[config.mk]
export PLATFORM = sky130hd
export DESIGN_NAME = gng_box_muller
export DESIGN_NICKNAME = d
export VERILOG_FILES = /design/src/rtl/gng_pkg.sv /design/src/rtl/gng_urng.sv /design/src/rtl/gng_radius.sv /design/src/rtl/gng_trig.sv /design/src/rtl/gng_box_muller.sv
export SDC_FILE = /design/constraint.sdc
export NUM_CORES = 2
export LEC_CHECK = 0
export ABC_AREA = 0
export CORE_UTILIZATION = 60
export DETAILED_ROUTE_END_ITERATION = 6
export DONT_BUFFER_PORTS = 1
export PLACE_DENSITY = 0.87
export SLEW_MARGIN = 20
export SYNTH_ARGS = -nofsm -noshare
export SYNTH_HDL_FRONTEND = slang
export SYNTH_SLANG_ARGS = --single-unit
[constraint.sdc]
create_clock -name clk -period 17.4 [get_ports clk]
set_clock_uncertainty 0.15 [all_clocks]
set_input_delay 0.87 -clock clk [delete_from_list [all_inputs] [get_ports clk]]
set_output_delay 0.87 -clock clk [all_outputs]
set_load 0.01 [all_outputs]
[src/rtl/gng_pkg.sv]
package gng_pkg;

    localparam int UW        = 32;            // uniform word width
    localparam int OW        = 16;            // sample width
    localparam int OFRAC     = 11;            // fractional bits of a sample
    localparam int LAT       = 6;             // advancing edges from state to output
    localparam int TRIG_DLY  = 2;             // extra trig stages to meet the radius
    localparam int LN_SEGB   = 3;             // log mantissa segments = 2**LN_SEGB
    localparam int LN_FRB    = 13;
    localparam int SQ_FRB    = 12;
    localparam int TR_SEGB   = 4;             // quarter-wave segments = 2**TR_SEGB
    localparam int TR_FRB    = 12;
    localparam int PH_W      = TR_SEGB + TR_FRB;
    localparam int U1_W      = 2 + PH_W;      // quadrant + phase bits used
    localparam int EW        = 22;            // -2 ln u, 16 fractional bits
    localparam int SQW       = 16;            // normalised sqrt operand, Q2.14
    localparam int TRW       = 18;            // signed trig value, Q2.15
    localparam logic [15:0] LN2_Q16   = 16'd45426;
    localparam logic [31:0] LFSR_MASK = 32'h8020_0003;
    localparam logic [31:0] ZERO_SUB  = 32'h0000_0001;

    typedef struct packed {
        logic signed [TRW-1:0] s;
        logic signed [TRW-1:0] c;
    } trig_pair_t;

    typedef struct packed {
        logic [1:0]         quad;
        logic [TR_SEGB-1:0] si;
        logic [TR_FRB-1:0]  sf;
        logic [TR_SEGB-1:0] ci;
        logic [TR_FRB-1:0]  cf;
    } trig_dec_t;

    // ln(1 + i/8) in Q0.16, i = 0..8
    function automatic logic [15:0] ln_knot(input logic [3:0] i);
        case (i)
            4'd0: return 16'd0;
            4'd1: return 16'd7719;
            4'd2: return 16'd14624;
            4'd3: return 16'd20870;
            4'd4: return 16'd26573;
            4'd5: return 16'd31818;
            4'd6: return 16'd36675;
            4'd7: return 16'd41197;
            default: return 16'd45426;
        endcase
    endfunction

    // sqrt(1 + i/4) in Q2.14, i = 0..12
    function automatic logic [15:0] sqrt_knot(input logic [3:0] i);
        case (i)
            4'd0:  return 16'd16384;
            4'd1:  return 16'd18318;
            4'd2:  return 16'd20066;
            4'd3:  return 16'd21674;
            4'd4:  return 16'd23170;
            4'd5:  return 16'd24576;
            4'd6:  return 16'd25905;
            4'd7:  return 16'd27170;
            4'd8:  return 16'd28378;
            4'd9:  return 16'd29537;
            4'd10: return 16'd30652;
            4'd11: return 16'd31727;
            default: return 16'd32768;
        endcase
    endfunction

    // sin(i*pi/32) in Q1.15, i = 0..16
    function automatic logic [16:0] sin_knot(input logic [4:0] i);
        case (i)
            5'd0:  return 17'd0;
            5'd1:  return 17'd3212;
            5'd2:  return 17'd6393;
            5'd3:  return 17'd9512;
            5'd4:  return 17'd12540;
            5'd5:  return 17'd15447;
            5'd6:  return 17'd18205;
            5'd7:  return 17'd20788;
            5'd8:  return 17'd23170;
            5'd9:  return 17'd25330;
            5'd10: return 17'd27246;
            5'd11: return 17'd28899;
            5'd12: return 17'd30274;
            5'd13: return 17'd31357;
            5'd14: return 17'd32138;
            5'd15: return 17'd32610;
            default: return 17'd32768;
        endcase
    endfunction

    function automatic logic [5:0] clz32(input logic [31:0] v);
        logic [5:0] n;
        logic       hit;
        n   = 6'd32;
        hit = 1'b0;
        for (int b = 31; b >= 0; b--) begin
            if (!hit && v[b]) begin
                n   = 6'(31 - b);
                hit = 1'b1;
            end
        end
        return n;
    endfunction

    function automatic logic [4:0] msb22(input logic [EW-1:0] v);
        logic [4:0] p;
        p = 5'd0;
        for (int b = 0; b < EW; b++) begin
            if (v[b]) p = 5'(b);
        end
        return p;
    endfunction

    // 32 Galois steps per call: a fresh word every cycle
    function automatic logic [31:0] lfsr_leap(input logic [31:0] st);
        logic [31:0] x;
        x = st;
        for (int i = 0; i < UW; i++) begin
            x = x[0] ? ((x >> 1) ^ LFSR_MASK) : (x >> 1);
        end
        return x;
    endfunction

endpackage

[src/rtl/gng_urng.sv]
module gng_urng
    import gng_pkg::*;
#(
    parameter logic [31:0] XOR_KEY    = 32'h0,
    parameter logic [31:0] RESET_SEED = 32'h1234_5678,
    parameter int          OUT_W      = 32
) (
    input  logic             clk,
    input  logic             rst,
    input  logic             adv,
    input  logic             load,
    input  logic [31:0]      seed,
    output logic [OUT_W-1:0] u
);
    logic [31:0] state;
    logic [31:0] keyed;
    logic [31:0] rst_val;

    assign keyed   = seed ^ XOR_KEY;
    assign rst_val = ((RESET_SEED ^ XOR_KEY) == 32'h0) ? ZERO_SUB : (RESET_SEED ^ XOR_KEY);

    always_ff @(posedge clk) begin
        if (rst)       state <= rst_val;
        else if (load) state <= (keyed == 32'h0) ? ZERO_SUB : keyed;
        else if (adv)  state <= lfsr_leap(state);
    end

    assign u = state[UW-1 -: OUT_W];

    // a zero seed never leaves the source stuck at zero
    p_state_nonzero_r10: assert property (@(posedge clk) disable iff (rst)
        load |=> (state != 32'h0));
    p_adv_changes_state_r10: assert property (@(posedge clk) disable iff (rst)
        (adv && !load) |=> (state != $past(state)));

endmodule

[src/rtl/gng_radius.sv]
module gng_radius
    import gng_pkg::*;
(
    input  logic          clk,
    input  logic          rst,
    input  logic          adv,
    input  logic [UW-1:0] u0,
    output logic [OW-1:0] radius
);
    // stage 1: logarithmic segment from the leading-zero count
    logic [5:0]        s1_kp1;
    logic [LN_SEGB-1:0] s1_idx;
    logic [LN_FRB-1:0] s1_frac;
    logic [5:0]        kp1_c;
    logic [15:0]       mant_c;

    always_comb begin
        kp1_c  = clz32(u0) + 6'd1;
        mant_c = 16'((u0 << kp1_c) >> 16);
    end

    always_ff @(posedge clk) begin
        if (rst) begin
            s1_kp1 <= '0; s1_idx <= '0; s1_frac <= '0;
        end else if (adv) begin
            s1_kp1  <= kp1_c;
            s1_idx  <= mant_c[15 -: LN_SEGB];
            s1_frac <= mant_c[15-LN_SEGB -: LN_FRB];
        end
    end

    // stage 2: linear ln(1+m)
    logic [15:0] s2_lnq;
    logic [5:0]  s2_kp1;
    logic [15:0] ln_lo, ln_hi;
    logic [28:0] ln_prod;

    always_comb begin
        ln_lo   = ln_knot({1'b0, s1_idx});
        ln_hi   = ln_knot({1'b0, s1_idx} + 4'd1);
        ln_prod = 29'(ln_hi - ln_lo) * 29'(s1_frac);
    end

    always_ff @(posedge clk) begin
        if (rst) begin
            s2_lnq <= '0; s2_kp1 <= '0;
        end else if (adv) begin
            s2_lnq <= ln_lo + 16'(ln_prod >> LN_FRB);
            s2_kp1 <= s1_kp1;
        end
    end

    // stage 3: e = 2 * ((k+1) ln2 - ln(1+m)), Q6.16
    logic [EW-1:0] s3_e;
    logic [EW-1:0] kln_c;
    assign kln_c = EW'(s2_kp1) * EW'(LN2_Q16);

    always_ff @(posedge clk) begin
        if (rst)      s3_e <= '0;
        else if (adv) s3_e <= (kln_c - EW'(s2_lnq)) << 1;
    end

    // stage 4: scale by an even power of two into [1,4)
    logic [SQW-1:0] s4_x;
    logic [3:0]     s4_sh;
    logic           s4_zero;
    logic [3:0]     sh_c;

    assign sh_c = 4'(msb22(s3_e) >> 1);

    always_ff @(posedge clk) begin
        if (rst) begin
            s4_x <= '0; s4_sh <= '0; s4_zero <= 1'b1;
        end else if (adv) begin
            s4_x    <= SQW'((36'(s3_e) << 14) >> {sh_c, 1'b0});
            s4_sh   <= sh_c;
            s4_zero <= (s3_e == '0);
        end
    end

    // stage 5: linear sqrt on [1,4), then undo the scaling
    logic [3:0]  sq_seg;
    logic [15:0] sq_lo, sq_hi, sq_c;
    logic [27:0] sq_prod;

    always_comb begin
        sq_seg  = s4_x[15:12] - 4'd4;
        sq_lo   = sqrt_knot(sq_seg);
        sq_hi   = sqrt_knot(sq_seg + 4'd1);
        sq_prod = 28'(sq_hi - sq_lo) * 28'(s4_x[SQ_FRB-1:0]);
        sq_c    = sq_lo + 16'(sq_prod >> SQ_FRB);
    end

    always_ff @(posedge clk) begin
        if (rst)          radius <= '0;
        else if (adv)     radius <= s4_zero ? '0 : OW'((32'(sq_c) << s4_sh) >> 11);
    end

    p_norm_range_r5: assert property (@(posedge clk) disable iff (rst)
        !s4_zero |-> (s4_x >= 16'd16384));
    p_radius_bound_r5: assert property (@(posedge clk) disable iff (rst)
        radius <= 16'd13700);

endmodule

[src/rtl/gng_trig.sv]
module gng_trig
    import gng_pkg::*;
(
    input  logic            clk,
    input  logic            rst,
    input  logic            adv,
    input  logic [U1_W-1:0] u1,
    output trig_pair_t      trig
);
    // stage 1: quadrant and phase split
    trig_dec_t      s1;
    logic [PH_W-1:0] ph_c, phn_c;

    assign ph_c  = u1[PH_W-1:0];
    assign phn_c = ~ph_c;

    always_ff @(posedge clk) begin
        if (rst) s1 <= '0;
        else if (adv) begin
            s1.quad <= u1[U1_W-1 -: 2];
            s1.si   <= ph_c[PH_W-1 -: TR_SEGB];
            s1.sf   <= ph_c[TR_FRB-1:0];
            s1.ci   <= phn_c[PH_W-1 -: TR_SEGB];
            s1.cf   <= phn_c[TR_FRB-1:0];
        end
    end

    // stage 2: quarter-wave magnitudes
    logic [16:0] s_lo, s_hi, c_lo, c_hi;
    logic [28:0] s_prod, c_prod;
    logic [16:0] s2_smag, s2_cmag;
    logic [1:0]  s2_quad;

    always_comb begin
        s_lo   = sin_knot({1'b0, s1.si});
        s_hi   = sin_knot({1'b0, s1.si} + 5'd1);
        c_lo   = sin_knot({1'b0, s1.ci});
        c_hi   = sin_knot({1'b0, s1.ci} + 5'd1);
        s_prod = 29'(s_hi - s_lo) * 29'(s1.sf);
        c_prod = 29'(c_hi - c_lo) * 29'(s1.cf);
    end

    always_ff @(posedge clk) begin
        if (rst) begin
            s2_smag <= '0; s2_cmag <= '0; s2_quad <= '0;
        end else if (adv) begin
            s2_smag <= s_lo + 17'(s_prod >> TR_FRB);
            s2_cmag <= c_lo + 17'(c_prod >> TR_FRB);
            s2_quad <= s1.quad;
        end
    end

    // stage 3: quadrant folding
    logic signed [TRW-1:0] ps, pc;
    trig_pair_t            fold_c;

    always_comb begin
        ps = $signed({1'b0, s2_smag});
        pc = $signed({1'b0, s2_cmag});
        case (s2_quad)
            2'd0:    begin fold_c.s = ps;  fold_c.c = pc;  end
            2'd1:    begin fold_c.s = pc;  fold_c.c = -ps; end
            2'd2:    begin fold_c.s = -ps; fold_c.c = -pc; end
            default: begin fold_c.s = -pc; fold_c.c = ps;  end
        endcase
    end

    trig_pair_t dly [TRIG_DLY+1];

    always_ff @(posedge clk) begin
        if (rst)      dly[0] <= '0;
        else if (adv) dly[0] <= fold_c;
    end

    for (genvar g = 1; g <= TRIG_DLY; g++) begin : g_align
        always_ff @(posedge clk) begin
            if (rst)      dly[g] <= '0;
            else if (adv) dly[g] <= dly[g-1];
        end
    end

    assign trig = dly[TRIG_DLY];

    p_trig_unit_r5: assert property (@(posedge clk) disable iff (rst)
        (s2_smag <= 17'd32768) && (s2_cmag <= 17'd32768));

endmodule

[src/rtl/gng_box_muller.sv]
module gng_box_muller
    import gng_pkg::*;
#(
    parameter logic [31:0] RESET_SEED = 32'h1234_5678,
    parameter logic [31:0] SEED_KEY   = 32'h9E37_79B9
) (
    input  logic                 clk,
    input  logic                 rst,
    input  logic                 en,
    input  logic                 seed_load,
    input  logic [31:0]          seed_i,
    output logic                 valid_o,
    output logic signed [OW-1:0] sample_sin_o,
    output logic signed [OW-1:0] sample_cos_o
);
    logic            adv;
    logic [UW-1:0]   u0;
    logic [U1_W-1:0] u1;
    logic [OW-1:0]   radius;
    trig_pair_t      trig;
    logic [LAT-1:0]  vpipe;

    assign adv = en && !seed_load;

    gng_urng #(.XOR_KEY(32'h0), .RESET_SEED(RESET_SEED), .OUT_W(UW)) u_src_radius (
        .clk(clk), .rst(rst), .adv(adv), .load(seed_load), .seed(seed_i), .u(u0));

    gng_urng #(.XOR_KEY(SEED_KEY), .RESET_SEED(RESET_SEED), .OUT_W(U1_W)) u_src_angle (
        .clk(clk), .rst(rst), .adv(adv), .load(seed_load), .seed(seed_i), .u(u1));

    gng_radius u_radius (.clk(clk), .rst(rst), .adv(adv), .u0(u0), .radius(radius));

    gng_trig u_trig (.clk(clk), .rst(rst), .adv(adv), .u1(u1), .trig(trig));

    // stage 6: radius times sine / cosine
    logic signed [34:0] ps_c, pc_c;
    assign ps_c = $signed({1'b0, radius}) * trig.s;
    assign pc_c = $signed({1'b0, radius}) * trig.c;

    always_ff @(posedge clk) begin
        if (rst) begin
            sample_sin_o <= '0;
            sample_cos_o <= '0;
        end else if (adv) begin
            sample_sin_o <= OW'(ps_c >>> 15);
            sample_cos_o <= OW'(pc_c >>> 15);
        end
    end

    always_ff @(posedge clk) begin
        if (rst || seed_load) vpipe <= '0;
        else if (en)          vpipe <= {vpipe[LAT-2:0], 1'b1};
    end
    assign valid_o = vpipe[LAT-1];

    p_reset_clear_r1: assert property (@(posedge clk)
        rst |=> (!valid_o && sample_sin_o == 0 && sample_cos_o == 0));
    p_valid_needs_adv_r2: assert property (@(posedge clk) disable iff (rst)
        $rose(valid_o) |-> $past(adv));
    p_hold_r3: assert property (@(posedge clk) disable iff (rst)
        (!en && !seed_load) |=> ($stable(valid_o) && $stable(sample_sin_o) && $stable(sample_cos_o)));
    p_load_clears_valid_r4: assert property (@(posedge clk) disable iff (rst)
        seed_load |=> !valid_o);
    p_no_overflow_r5: assert property (@(posedge clk) disable iff (rst)
        (sample_sin_o <= 16'sd13700) && (sample_sin_o >= -16'sd13700) &&
        (sample_cos_o <= 16'sd13700) && (sample_cos_o >= -16'sd13700));

endmodule

==> results.tsv <==
metric	value	unit
clock_path_buffers	3	
dieArea	0.132	sq mm
synthArstFlopShare	0	%
final_antenna_net_count	0	
grt_pass1_vias	65200	
synth-seq-cells	427	
clock_latency	0.67	ns
yosysTopAreaCell	fa_1	
finalHoldViolations	0	
grt_antenna_before_repair	1	
drc	1	
ctsHoldBuffers	0	
dr.pass1.iters	7	
drv_slew	0	
die_h	363	um
gp_congestion	0.948	
rows	132	
crit_type	reg2reg	
max_stage_delay	0.85	ns
hpwlAfterDp	154000	um
yosys_warnings	0	
grt_max_degree	199	
worst_pin_slew	1.17	ns
worst-endpoint-arrival	14.14	ns
syn-num-nets	11000	
avgSynthCellArea	8.60	sq um
setup-tns-final	0	ns
synth.distinct_cells	97	
cp_data_required_time	17.75	ns
synthFlopType	dfxtp_1	
gr-total-overflow	0	
synthTopCellsByArea	fa_1 34%, ha_1 8.9%, dfxtp_1 8.2%	
timing.max_cap.violations	0	
yosysSeqAreaShare	12.3	%
layout-drive-gt1-share	3.30	%
ctsResizeCount	0	
io_buffers	0	
cts_sinks	427	
fmax	0.0725	GHz
min_path_type	in2reg	
crit_fanout	21	
setup_viol	0	
htree_levels	2	
rsz0062_at_grt	false	
cts_setup_buffers	0	
crit_slowest_cell	xnor2_1	
route.vias.total	61900	
synthCells	9089	
drt_iter0_drc	4989	
path_clk_slew	0.07	ns
fin_nets	10700	
clock-root-buffer	clkbuf_16	
post_drt_wl_per_cell	19.0	um
worst_setup_path_start_kind	flip-flop	
status	finished, violations left	
fillerInstances	10300	
finalCritPeriodShare	79.3	%
diodes	0	
wl	200000	um
max_slew_margin	22.0	%
die_w	363	um
initial_core_util	60.5	%
netlist.area_leader.share	33.6	%
cts_tree	built	
violations	DRC	
grt_pass1_wl	329000	um
core	0.129	sq mm
synth_edf_count	108	
area_delta_synth_final	3.61	%
io_pins	69	
syn_area	0.0782	sq mm
period_needed	13.79	ns
via_per_inst	5.87	
critPathCaptureType	flip-flop	
cts_buffers	49	
grt_usage	30.8	%
==> cells in the final DEF, fill, tap and decap left out, drive strengths merged, types with 45 or more instances in the layout <==
| master | netlist | layout |
|---|---|---|
| inv | 1634 | 1638 |
| nand2 | 1348 | 1348 |
| fa | 1314 | 1314 |
| ha | 555 | 555 |
| and2 | 458 | 458 |
| nor2 | 431 | 431 |
| xnor2 | 399 | 399 |
| a21oi | 320 | 320 |
| dfxtp | 319 | 319 |
| o21ai | 242 | 242 |
| xor2 | 132 | 132 |
| nor3 | 118 | 118 |
| mux2i | 117 | 117 |
| and3 | 109 | 109 |
| edfxtp | 108 | 108 |
| nand3 | 101 | 101 |
| nor2b | 93 | 93 |
| buf | 39 | 91 |
| nand2b | 85 | 85 |
| a211oi | 81 | 81 |
| clkbuf | 444 | 68 |
| a21o | 45 | 45 |
==> synth_stat cells, types with 85 or more instances <==
cell type and instances:
a21oi_1 320, and2_1 457, and3_1 109, clkbuf_1 444
dfxtp_1 319, edfxtp_1 108, fa_1 1314, ha_1 555
inv_1 1632, mux2i_1 117, nand2_1 1348, nand2b_1 85
nand3_1 101, nor2_1 431, nor2b_1 93, nor3_1 118
o21ai_0 241, xnor2_1 388, xor2_1 128
==> stage by stage <==
stage	utilization (%)	cells	instance area, sq um	hold slack [ns]	setup WS [ns]
after floorplan	-	9089	78200	0.275	6.29
after global placement	61.3	10400	79300	0.290	4.63
final	62.6	10500	81000	0.114	3.61
after global routing	62.6	10500	81000	0.113	2.65
after CTS	62.6	10500	81000	0.121	3.90
after detailed placement	61.3	10400	79300	0.295	3.98
==> worst paths after layout <==
path | startpoint | end | slack (ns) | depth (start not counted)
worst min register to register | u_radius.radius[1]$_SDFFE_PP0P_ | u_radius.radius[1]$_SDFFE_PP0P_ | 0.31 | 2
worst max register to register | u_radius.s4_x[14]$_SDFFE_PP0P_ | u_radius.radius[4]$_SDFFE_PP0P_ | 3.61 | 45
worst min-delay path | rst | u_trig.s1[5]$_SDFFE_PP0P_ | 0.11 | 1
worst max-delay path | u_radius.s4_x[14]$_SDFFE_PP0P_ | u_radius.radius[4]$_SDFFE_PP0P_ | 3.61 | 45
==> layer usage <==
metal	wire length [um]	track usage [%]
met1	74200	37.5
met2	97200	52.3
met3	16300	5.03
met4	11800	16.9
met5	13	0
==> cell families after synthesis <==
kind of cell    Yosys count  synth area share [%]
fa+ha+maj              1870                  42.5
flops                   427                  12.3
compound gates         1082                  8.87
xor+xnor                540                  6.44
buf+inv                2118                  10.2
mux                     157                  2.39
simple gates           2895                  17.2
==> sequential cells by signal (all words and copies together) (netlist names), 17 cells and up <==
signal	cells
u_trig.s1	34
u_radius.s3_e	21
u_src_radius.u	32
u_trig.s2_cmag	17
u_trig.dly	108
u_trig.s2_smag	17
u_src_angle.state	32
==> worst max-delay path: cells and delay by family, from the launching register on <==
kind	cells	cell delay, ns
compound gates	18	4.93
fa+ha+maj	9	4.02
xor+xnor	3	1.78
simple gates	9	1.31
flops	1	0.58
buf+inv	5	0.54
mux	1	0.31
==> final cells by class <==
type,count,area (sq um),area share [%]
Clock buffer,68,1380,1.71
Clock inverter,23,278,0.343
Inverter,1635,6140,7.58
Multi-Input combinational cell,6544,60700,74.9
Sequential cell,427,9630,11.9
Tap cell,1742,2180,2.69
Timing Repair Buffer,91,703,0.868
Power is not shown: default switching activity piles up to over one toggle a cycle in this logic, so the estimate is an artifact.
